### src/rtl/irq_ctx_pkg.sv
package irq_ctx_pkg;

  // System-register select codes seen on the sr_sel port.
  typedef enum logic [1:0] {
    SR_EIPC  = 2'd0,
    SR_EIPSW = 2'd1,
    SR_CAUSE = 2'd2,
    SR_NONE  = 2'd3
  } sr_sel_e;

  // What the flow controller does on a given edge.
  typedef enum logic [1:0] {
    ACT_HOLD   = 2'd0,
    ACT_ENTER  = 2'd1,
    ACT_RETURN = 2'd2
  } flow_act_e;

endpackage

### src/rtl/irq_vec_addr.sv
module irq_vec_addr #(
  parameter int          XLEN         = 32,
  parameter int          VEC_W        = 5,
  parameter int          STRIDE_LG    = 4,
  parameter logic [31:0] HANDLER_BASE = 32'h0000_0080
) (
  input  logic [VEC_W-1:0] vec_idx,
  output logic [XLEN-1:0]  handler_addr
);

  localparam int PAD_W = XLEN - VEC_W - STRIDE_LG;

  logic [XLEN-1:0] offset;

  // Vector index scaled by the slot stride (a shift, no multiplier).
  generate
    if (PAD_W > 0) begin : g_pad
      assign offset = {{PAD_W{1'b0}}, vec_idx, {STRIDE_LG{1'b0}}};
    end else begin : g_nopad
      assign offset = XLEN'({vec_idx, {STRIDE_LG{1'b0}}});
    end
  endgenerate

  assign handler_addr = HANDLER_BASE[XLEN-1:0] + offset;

endmodule

### src/rtl/irq_save_regs.sv
module irq_save_regs
  import irq_ctx_pkg::*;
#(
  parameter int XLEN   = 32,
  parameter int CODE_W = 16
) (
  input  logic            clk,
  input  logic            rst,
  input  logic            ack,
  input  logic [XLEN-1:0] cur_pc,
  input  logic [XLEN-1:0] cur_psw,
  input  logic [CODE_W-1:0] exc_code,
  input  logic            sr_we,
  input  logic [1:0]      sr_sel,
  input  logic [XLEN-1:0] sr_wdata,
  output logic [XLEN-1:0] eipc_q,
  output logic [XLEN-1:0] eipsw_q,
  output logic [XLEN-1:0] cause_q,
  output logic [XLEN-1:0] sr_rdata
);

  sr_sel_e sel;
  logic    sw_wr;
  logic [XLEN-1:0] rd_mux;

  assign sel   = sr_sel_e'(sr_sel);
  // Entry owns the saved registers on its edge; a software write then loses.
  assign sw_wr = sr_we && !ack;

  always_ff @(posedge clk) begin
    if (rst) begin
      eipc_q <= '0;
    end else if (ack) begin
      eipc_q <= cur_pc;
    end else if (sw_wr && sel == SR_EIPC) begin
      eipc_q <= sr_wdata;
    end
  end

  always_ff @(posedge clk) begin
    if (rst) begin
      eipsw_q <= '0;
    end else if (ack) begin
      eipsw_q <= cur_psw;
    end else if (sw_wr && sel == SR_EIPSW) begin
      eipsw_q <= sr_wdata;
    end
  end

  // Cause register: entry touches only the low code field.
  always_ff @(posedge clk) begin
    if (rst) begin
      cause_q <= '0;
    end else if (ack) begin
      cause_q[CODE_W-1:0] <= exc_code;
    end else if (sw_wr && sel == SR_CAUSE) begin
      cause_q <= sr_wdata;
    end
  end

  always_comb begin
    case (sel)
      SR_EIPC:  rd_mux = eipc_q;
      SR_EIPSW: rd_mux = eipsw_q;
      SR_CAUSE: rd_mux = cause_q;
      default:  rd_mux = '0;
    endcase
  end

  always_ff @(posedge clk) begin
    if (rst) sr_rdata <= '0;
    else     sr_rdata <= rd_mux;
  end

  p_eipc_save_r2: assert property (@(posedge clk) disable iff (rst)
    ack |=> eipc_q == $past(cur_pc));

  p_eipsw_save_r3: assert property (@(posedge clk) disable iff (rst)
    ack |=> eipsw_q == $past(cur_psw));

  p_cause_upper_r4: assert property (@(posedge clk) disable iff (rst)
    ack |=> cause_q[XLEN-1:CODE_W] == $past(cause_q[XLEN-1:CODE_W]));

  p_cause_code_r4: assert property (@(posedge clk) disable iff (rst)
    ack |=> cause_q[CODE_W-1:0] == $past(exc_code));

  p_none_write_r9: assert property (@(posedge clk) disable iff (rst)
    (!ack && sel == SR_NONE) |=> $stable(eipc_q) && $stable(eipsw_q) && $stable(cause_q));

  p_none_read_r9: assert property (@(posedge clk) disable iff (rst)
    (sel == SR_NONE) |=> sr_rdata == '0);

endmodule

### src/rtl/irq_flow_ctl.sv
module irq_flow_ctl
  import irq_ctx_pkg::*;
#(
  parameter int          XLEN      = 32,
  parameter int          ID_BIT    = 5,
  parameter int          EP_BIT    = 6,
  parameter logic [31:0] RESET_PSW = 32'h0000_0020
) (
  input  logic            clk,
  input  logic            rst,
  input  logic            ack,
  input  logic            reti,
  input  logic [XLEN-1:0] handler_addr,
  input  logic [XLEN-1:0] cur_psw,
  input  logic [XLEN-1:0] eipc_q,
  input  logic [XLEN-1:0] eipsw_q,
  output logic            redirect,
  output logic [XLEN-1:0] nxt_pc,
  output logic [XLEN-1:0] nxt_psw
);

  flow_act_e       act;
  logic [XLEN-1:0] entry_psw;

  // Entry has priority; a return on the same edge is dropped.
  always_comb begin
    if (ack)       act = ACT_ENTER;
    else if (reti) act = ACT_RETURN;
    else           act = ACT_HOLD;
  end

  always_comb begin
    entry_psw         = cur_psw;
    entry_psw[ID_BIT] = 1'b1;
    entry_psw[EP_BIT] = 1'b0;
  end

  always_ff @(posedge clk) begin
    if (rst) begin
      redirect <= 1'b0;
      nxt_pc   <= '0;
      nxt_psw  <= RESET_PSW[XLEN-1:0];
    end else begin
      case (act)
        ACT_ENTER: begin
          redirect <= 1'b1;
          nxt_pc   <= handler_addr;
          nxt_psw  <= entry_psw;
        end
        ACT_RETURN: begin
          redirect <= 1'b1;
          nxt_pc   <= eipc_q;
          nxt_psw  <= eipsw_q;
        end
        default: begin
          redirect <= 1'b0;
        end
      endcase
    end
  end

  p_entry_flags_r5: assert property (@(posedge clk) disable iff (rst)
    ack |=> nxt_psw[ID_BIT] && !nxt_psw[EP_BIT]);

  p_entry_target_r6: assert property (@(posedge clk) disable iff (rst)
    ack |=> redirect && nxt_pc == $past(handler_addr));

  p_return_r7: assert property (@(posedge clk) disable iff (rst)
    (reti && !ack) |=> redirect && nxt_pc == $past(eipc_q) && nxt_psw == $past(eipsw_q));

  p_entry_wins_r8: assert property (@(posedge clk) disable iff (rst)
    (ack && reti) |=> nxt_pc == $past(handler_addr));

  p_idle_hold_r11: assert property (@(posedge clk) disable iff (rst)
    (!ack && !reti) |=> !redirect && $stable(nxt_pc) && $stable(nxt_psw));

endmodule

### src/rtl/irq_ctx_seq.sv
module irq_ctx_seq
  import irq_ctx_pkg::*;
#(
  parameter int          XLEN         = 32,
  parameter int          VEC_W        = 5,
  parameter int          CODE_W       = 16,
  parameter int          STRIDE_LG    = 4,
  parameter int          ID_BIT       = 5,
  parameter int          EP_BIT       = 6,
  parameter logic [31:0] HANDLER_BASE = 32'h0000_0080,
  parameter logic [31:0] RESET_PSW    = 32'h0000_0020
) (
  input  logic              clk,
  input  logic              rst,
  input  logic              ack,
  input  logic              reti,
  input  logic [XLEN-1:0]   cur_pc,
  input  logic [XLEN-1:0]   cur_psw,
  input  logic [VEC_W-1:0]  vec_idx,
  input  logic [CODE_W-1:0] exc_code,
  input  logic              sr_we,
  input  logic [1:0]        sr_sel,
  input  logic [XLEN-1:0]   sr_wdata,
  output logic [XLEN-1:0]   sr_rdata,
  output logic              redirect,
  output logic [XLEN-1:0]   nxt_pc,
  output logic [XLEN-1:0]   nxt_psw
);

  logic [XLEN-1:0] handler_addr;
  logic [XLEN-1:0] eipc_q;
  logic [XLEN-1:0] eipsw_q;
  logic [XLEN-1:0] cause_q;

  irq_vec_addr #(
    .XLEN(XLEN), .VEC_W(VEC_W), .STRIDE_LG(STRIDE_LG), .HANDLER_BASE(HANDLER_BASE)
  ) u_vec (
    .vec_idx      (vec_idx),
    .handler_addr (handler_addr)
  );

  irq_save_regs #(
    .XLEN(XLEN), .CODE_W(CODE_W)
  ) u_save (
    .clk      (clk),
    .rst      (rst),
    .ack      (ack),
    .cur_pc   (cur_pc),
    .cur_psw  (cur_psw),
    .exc_code (exc_code),
    .sr_we    (sr_we),
    .sr_sel   (sr_sel),
    .sr_wdata (sr_wdata),
    .eipc_q   (eipc_q),
    .eipsw_q  (eipsw_q),
    .cause_q  (cause_q),
    .sr_rdata (sr_rdata)
  );

  irq_flow_ctl #(
    .XLEN(XLEN), .ID_BIT(ID_BIT), .EP_BIT(EP_BIT), .RESET_PSW(RESET_PSW)
  ) u_flow (
    .clk          (clk),
    .rst          (rst),
    .ack          (ack),
    .reti         (reti),
    .handler_addr (handler_addr),
    .cur_psw      (cur_psw),
    .eipc_q       (eipc_q),
    .eipsw_q      (eipsw_q),
    .redirect     (redirect),
    .nxt_pc       (nxt_pc),
    .nxt_psw      (nxt_psw)
  );

  // a software write on an entry edge must not survive into the saved PC.
  p_entry_beats_write_r10: assert property (@(posedge clk) disable iff (rst)
    (ack && sr_we) |=> eipc_q == $past(cur_pc) && eipsw_q == $past(cur_psw));

  p_reset_state_r1: assert property (@(posedge clk)
    rst |=> !redirect && nxt_pc == '0 && eipc_q == '0 && cause_q == '0);

endmodule

### config.mk
export PLATFORM = sky130hd
export DESIGN_NAME = irq_ctx_seq
export DESIGN_NICKNAME = d
export VERILOG_FILES = /design/src/rtl/irq_ctx_pkg.sv /design/src/rtl/irq_vec_addr.sv /design/src/rtl/irq_save_regs.sv /design/src/rtl/irq_flow_ctl.sv /design/src/rtl/irq_ctx_seq.sv
export SDC_FILE = /design/constraint.sdc
export NUM_CORES = 1
export LEC_CHECK = 0
export ABC_AREA = 0
export BUFFER_PORTS_ARGS = -buffer_cell sky130_fd_sc_hd__buf_2
export CAP_MARGIN = 0
export CORE_ASPECT_RATIO = 0.7
export CORE_MARGIN = 10
export CORE_UTILIZATION = 50
export CTS_CLUSTER_SIZE = 8
export DETAILED_ROUTE_END_ITERATION = 10
export PLACE_DENSITY = 0.8
export SYNTH_ARGS = -nofsm -noshare
export SYNTH_HDL_FRONTEND = slang
export SYNTH_SLANG_ARGS = --single-unit
export TNS_END_PERCENT = 100
### constraint.sdc
create_clock -name clk -period 3.9 [get_ports clk]
set_input_delay 0.195 -clock clk [delete_from_list [all_inputs] [get_ports clk]]
set_output_delay 0.195 -clock clk [all_outputs]
set_load 0.005 [all_outputs]
Yosys cells after proc, flatten, opt, wreduce, memory -nomap -nowiden
Cells that the tools add are included.
Word-level totals
  flip-flop bits (word level): 193
  output and inout bits: 97
  word-level logic and storage cells: 38
Cells by class
  add/sub/neg operators: 1
  equality and inequality tests: 4
  mux-type cells: 12
  bitwise logic cells: 1
  reduce and logical (&&, ||, !) cells: 12
Operators by type and width (number)
  $mux W32: 4
  $pmux W32 S2: 2
  $pmux W32 S3: 1
  $mux W16: 2
  $add A8 B9 Y10 const A: 1
  $reduce_bool A2 Y1: 4
  $eq A2 B1 Y1 const B: 2
  $eq A2 B2 Y1 const B: 2
  $logic_and A1 B1 Y1: 4
  $mux W2: 2
  $logic_not A2 Y1: 1
  $reduce_and A2 Y1: 1
  $reduce_or A2 Y1: 1
  $logic_not A1 Y1: 1
  $mux W1: 1
  $not A1 Y1: 1

Longest topological paths before layout
  depth after elaboration: 5
  mapped depth: 7
  mapped depth without buffers: 3

Cells and area by module
Synthesis repeated with hierarchy kept, for this count alone.
Unflattened totals
  cell total of the unflattened synthesis: 924
  area, all modules: 9142.5 µm²
Modules (own cells, without submodules)
  irq_save_regs: instances 1, cells each 606, area each 5894.4 µm²
  irq_flow_ctl: instances 1, cells each 286, area each 3010.4 µm²
  irq_vec_addr: instances 1, cells each 32, area each 237.7 µm²

Worst setup path before layout
No wires, ideal clock.
  path kind: input to register
  from: input sr_sel[0]
  to: register u_save.eipsw_q[10]
  library setup time: 0.089 ns
  arrival time: 1.322 ns
  required time: 3.811 ns
  setup slack: 2.489 ns
  cell stages on the path: 7
  buffers on the path: 4
  path through: buf_2 -> and3b_1 -> clkbuf_1 -> or2_1 -> buf_6 -> buf_6 -> a311oi_2
Between the ends
  word-level cells in the longest chain between the ends: 3
RTL lines
  start, declared: line irq_ctx_seq.sv:22  | input logic [1:0] sr_sel,
  $eq A2 B1 Y1: line irq_save_regs.sv:45  | end else if (sw_wr && sel == SR_EIPSW) begin
  $logic_and A1 B1 Y1: line irq_save_regs.sv:45
  $reduce_bool A2 Y1 (no line)
  end signal, assigned: line irq_save_regs.sv:44  | eipsw_q <= cur_psw;
  end signal, assigned: line irq_save_regs.sv:46  | eipsw_q <= sr_wdata;
  end, declared: line irq_save_regs.sv:17  | output logic [XLEN-1:0] eipsw_q,
No other way between the ends.
A chain may end at the register's enable or synchronous reset.

Worst setup path in the final report
  from: input sr_sel[1]
  to: register u_save.cause_q[1]
Between the ends
  word-level cells in the longest chain between the ends: 3
RTL lines
  $eq A2 B2 Y1: line irq_save_regs.sv:56  | end else if (sw_wr && sel == SR_CAUSE) begin
  $logic_and A1 B1 Y1: line irq_save_regs.sv:56
  $reduce_bool A2 Y1 (no line)
  end signal, assigned by index: line irq_save_regs.sv:55  | cause_q[CODE_W-1:0] <= exc_code;
  end signal, assigned: line irq_save_regs.sv:57  | cause_q <= sr_wdata;
  end, declared: line irq_save_regs.sv:18  | output logic [XLEN-1:0] cause_q,
No other way between the ends.

==> results.txt <==
----------------------------------------------------
[Run status]
  Outcome ... finished clean

[Job]
  MaxCap Viol Count ... 0

[Timing]
  Total of endpoints with negative setup slack in the final report ... 0
  Number of hold violations in the final report ... 0
  Unrepaired setup endpoints after global routing ... no
  Fmax achieved ... slightly below 0.5 GHz
  Max-slew violation count ... 0
  Share of the cycle needed by the critical path after routing ... 0.525
  Slew at the pin closest to its max-slew limit ... approximately 1.1 ns
  Clock skew after layout ... approximately 0.018 ns
  Worst setup slack after layout ... 1.85 ns
  Relative max-transition margin ... 0.238
  Setup TNS ... 0 ns
  Crit path time final ... 2.05 ns

[Power]
  Worst supply voltage drop on vdd ... 0.325 mV
  Total power ... 4.46 mW
  Pwr/cell area ... 457 nW/um2
  Leakage ... around 4.3 nW

[Logic synthesis]
  Part of the Yosys area used for sequential elements ... 0.477
  Cell types occupying the most area after synthesis ... dfxtp_1 48%, mux2i_1 7.8%, nand2_1 7.5%
  Synth area leader ... dfxtp_1
  Leading cell type by number of instances after synthesis ... dfxtp_1
  Cell area after synthesis ... slightly above 8000 um2
  Average cell area after synthesis ... around 9 um2
  Fraction of synthesis flops using an asynchronous set or reset pin ... 0
  Post-synth top cells ... 193 x dfxtp_1, 162 x nand2_1, 67 x a21oi_1, 64 x nor3_1, 63 x mux2i_1
  Number of standard cells after synthesis ... ~880
  Count of unique library cells instantiated by Yosys ... 28
  Number of warnings issued by yosys ... 0
  Number of enable flip-flop cells after synthesis ... 0
  Number of register bits inferred by synthesis ... roughly 190
  Area share of the largest cell type after synthesis ... 0.477
  Net count of the mapped netlist ... between 1000 and 1500
  Most instantiated flip-flop cell in the synthesis netlist ... dfxtp_1

[Final layout]
  Number of fill cells in the layout ... around 1300
  Post-route standard cell area excluding fillers ... 9770 um2
  Area of the multi-input gates ... roughly 3900 um2
  Nets ... ~1200
  Share of layout cells above drive strength 1 ... 0.316
  Signed area change from the synthesized netlist to the final layout ... 20.5%
  Register area ... slightly below 4000 um2

[Die]
  Site Rows ... 38
  Area enclosed by the die boundary ... 21800 um2
  Core area ... 15700 um2
  Ports ... ~220
  Die extent in x ... approximately 170 um
  Starting utilization of the core area ... 0.517
  Height of the die ... 127 um

[Worst setup path]
  Critical-path maximum fanout ... 37
  Class of the most critical setup path ... in -> reg
  Nature of the critical path endpoint ... register
  Type of origin of the critical path ... input port
  Required time worst endpoint ... approximately 4.2 ns
  Worst stage delay on the critical path ... 0.77 ns
  Slowest cell on crit path ... nor4bb_4
  Arr. time, crit path ... roughly 2.4 ns
  Series of cell instances along the critical path ... buf_2, nor4bb_4, buf_4, a22oi_1, a21oi_1
  Total buffers and inverters traversed by the critical path ... 2
  Crit-path leading delay family ... buffers and inverters

[Placement]
  Final HPWL from detailed placement ... ~16000 um
  Post-detailed-placement cell area ... between 9000 and 10000 um2
  Weighted congestion reported at the end of routability-driven placement ... 0.835
  Port Buffers ... 220
  Worst-case setup slack after placement ... roughly 1.5 ns

[Routing]
  First DRT Iteration DRCs ... between 600 and 700
  Routed via count divided by cell count ... around 5.9
  DR DRC count ... 0
  Number of vias in the routed layout ... roughly 7400
  Antenna violation net count after detailed routing ... 0
  Routed len/inst ... between 20 and 25 um
  Final WL ... 25600 um
  TritonRoute pass-1 iters ... 5

[CTS]
  Clock tree from TritonCTS ... built
  H-tree lvl count ... 4
  TritonCTS Buffers ... 17
  Maximum buffer depth of the clock tree ... 2
  CTS Root Buffer Type ... clkbuf_16
  Insertion delay of the later-clocked pin in the worst-skew pair ... ~0.43 ns
  Sinks on the clock net ... 193
  Clock slew at reported path FFs ... roughly 0.08 ns
  Total of cells resized after clock tree synthesis ... 0

[Global route]
  Total routing usage reported by global routing ... 0.227
  Number of global-route vias before repair ... roughly 7300
  Initial antenna violation count ... 4
  Overflow after GRT ... 0
  Pin count of the biggest net entering global routing ... between 100 and 150
  First-pass GRT wire length ... between 40000 and 50000 um

[Hold path]
  Class of the tightest hold or removal check ... in -> reg

----------------------------------------------------
==> worst paths after layout <==
kind / start / end / slack, ns / cells past startpoint
worst min-delay path: vec_idx[1] / u_flow.nxt_pc[5] / 0.008 / 3
worst max-delay path: sr_sel[1] / u_save.cause_q[1] / 1.85 / 5
worst min register to register: u_save.cause_q[24] / u_save.cause_q[24] / 0.46 / 2
worst max register to register: u_save.eipc_q[17] / u_save.eipc_q[17] / 2.94 / 2
==> through the flow <==
stage	cells	util	hold WS, ns
final	1253	0.622	0.00809
after global routing	1251	0.622	0.0242
after CTS	1250	0.622	0.00591
after detailed placement	1217	0.585	0.406
after global placement	1217	0.585	0.404
after floorplan	877	-	0.299
==> final cells by class <==
type / instances / share of cell area
Tap cell: 200 / 0.0256
Multi-Input combinational cell: 594 / 0.397
Timing Repair Buffer: 230 / 0.122
Clock buffer: 20 / 0.0468
Inverter: 1 / 0.000384
Clock inverter: 12 / 0.0118
Sequential cell: 193 / 0.396
Antenna cell: 3 / 0.000769
==> layer usage <==
metal  GRT usage  routed length (um)  share of wire  vias up
met3      0.0725                2570           0.10       19
met1       0.302               11200           0.44     3551
met2       0.358               11600           0.45      314
li1            -                   -              -     3466
met5           0                  20        0.00078        -
met4      0.0374                 219         0.0086        2
==> power by group <==
part	switching (mW)	leakage [nW]	total (mW)	internal, mW
registers	0.0718	1.59	2.16	2.08
clock network	0.830	0.277	1.71	0.882
logic	0.329	2.39	0.592	0.263
==> flip-flops by register name, summed over array words and instances, names as in the netlist <==
name / count
u_save.sr_rdata: 32
u_save.eipsw_q: 32
u_save.eipc_q: 32
u_flow.nxt_pc: 32
u_flow.redirect: 1
u_flow.nxt_psw: 32
u_save.cause_q: 32
==> worst min-delay path: stages <==
cell	delay [ns]
buf_2	0.09
nand2_1	0.05
a21oi_1	0.05
==> cells in the final DEF, fill, tap and decap left out, types with 5 or more instances in the layout <==
| cell | n |
|---|---|
| nor2_1 | 61 |
| a2bb2oi_1 | 32 |
| dfxtp_1 | 193 |
| buf_2 | 217 |
| nand3_1 | 16 |
| a311oi_2 | 28 |
| a22oi_1 | 16 |
| clkbuf_16 | 17 |
| inv_8 | 5 |
| mux2i_1 | 63 |
| a211oi_1 | 6 |
| a21oi_1 | 67 |
| nor3_1 | 64 |
| mux2_2 | 35 |
| a311oi_1 | 32 |
| buf_4 | 11 |
| nand2_1 | 162 |
==> timing repair <==
| item | CTS | global route |
|---|---|---|
| hold buffers | 1 | 0 |
| setup buffers | 0 | 0 |
| hold endpoints to repair | 1 | 0 |
==> cell families (layout without fill, tap and decap cells) <==
kind of cell    after synthesis  count (layout)  share of synthesized area
buf+inv                      90             263                     0.0489
other cells                   0               3                          0
compound gates              182             182                      0.184
mux                          98              98                      0.126
simple gates                313             313                      0.163
flops                       193             193                      0.477
fa+ha+maj                     1               1                    0.00154
Power figures use the tool's default switching activity.
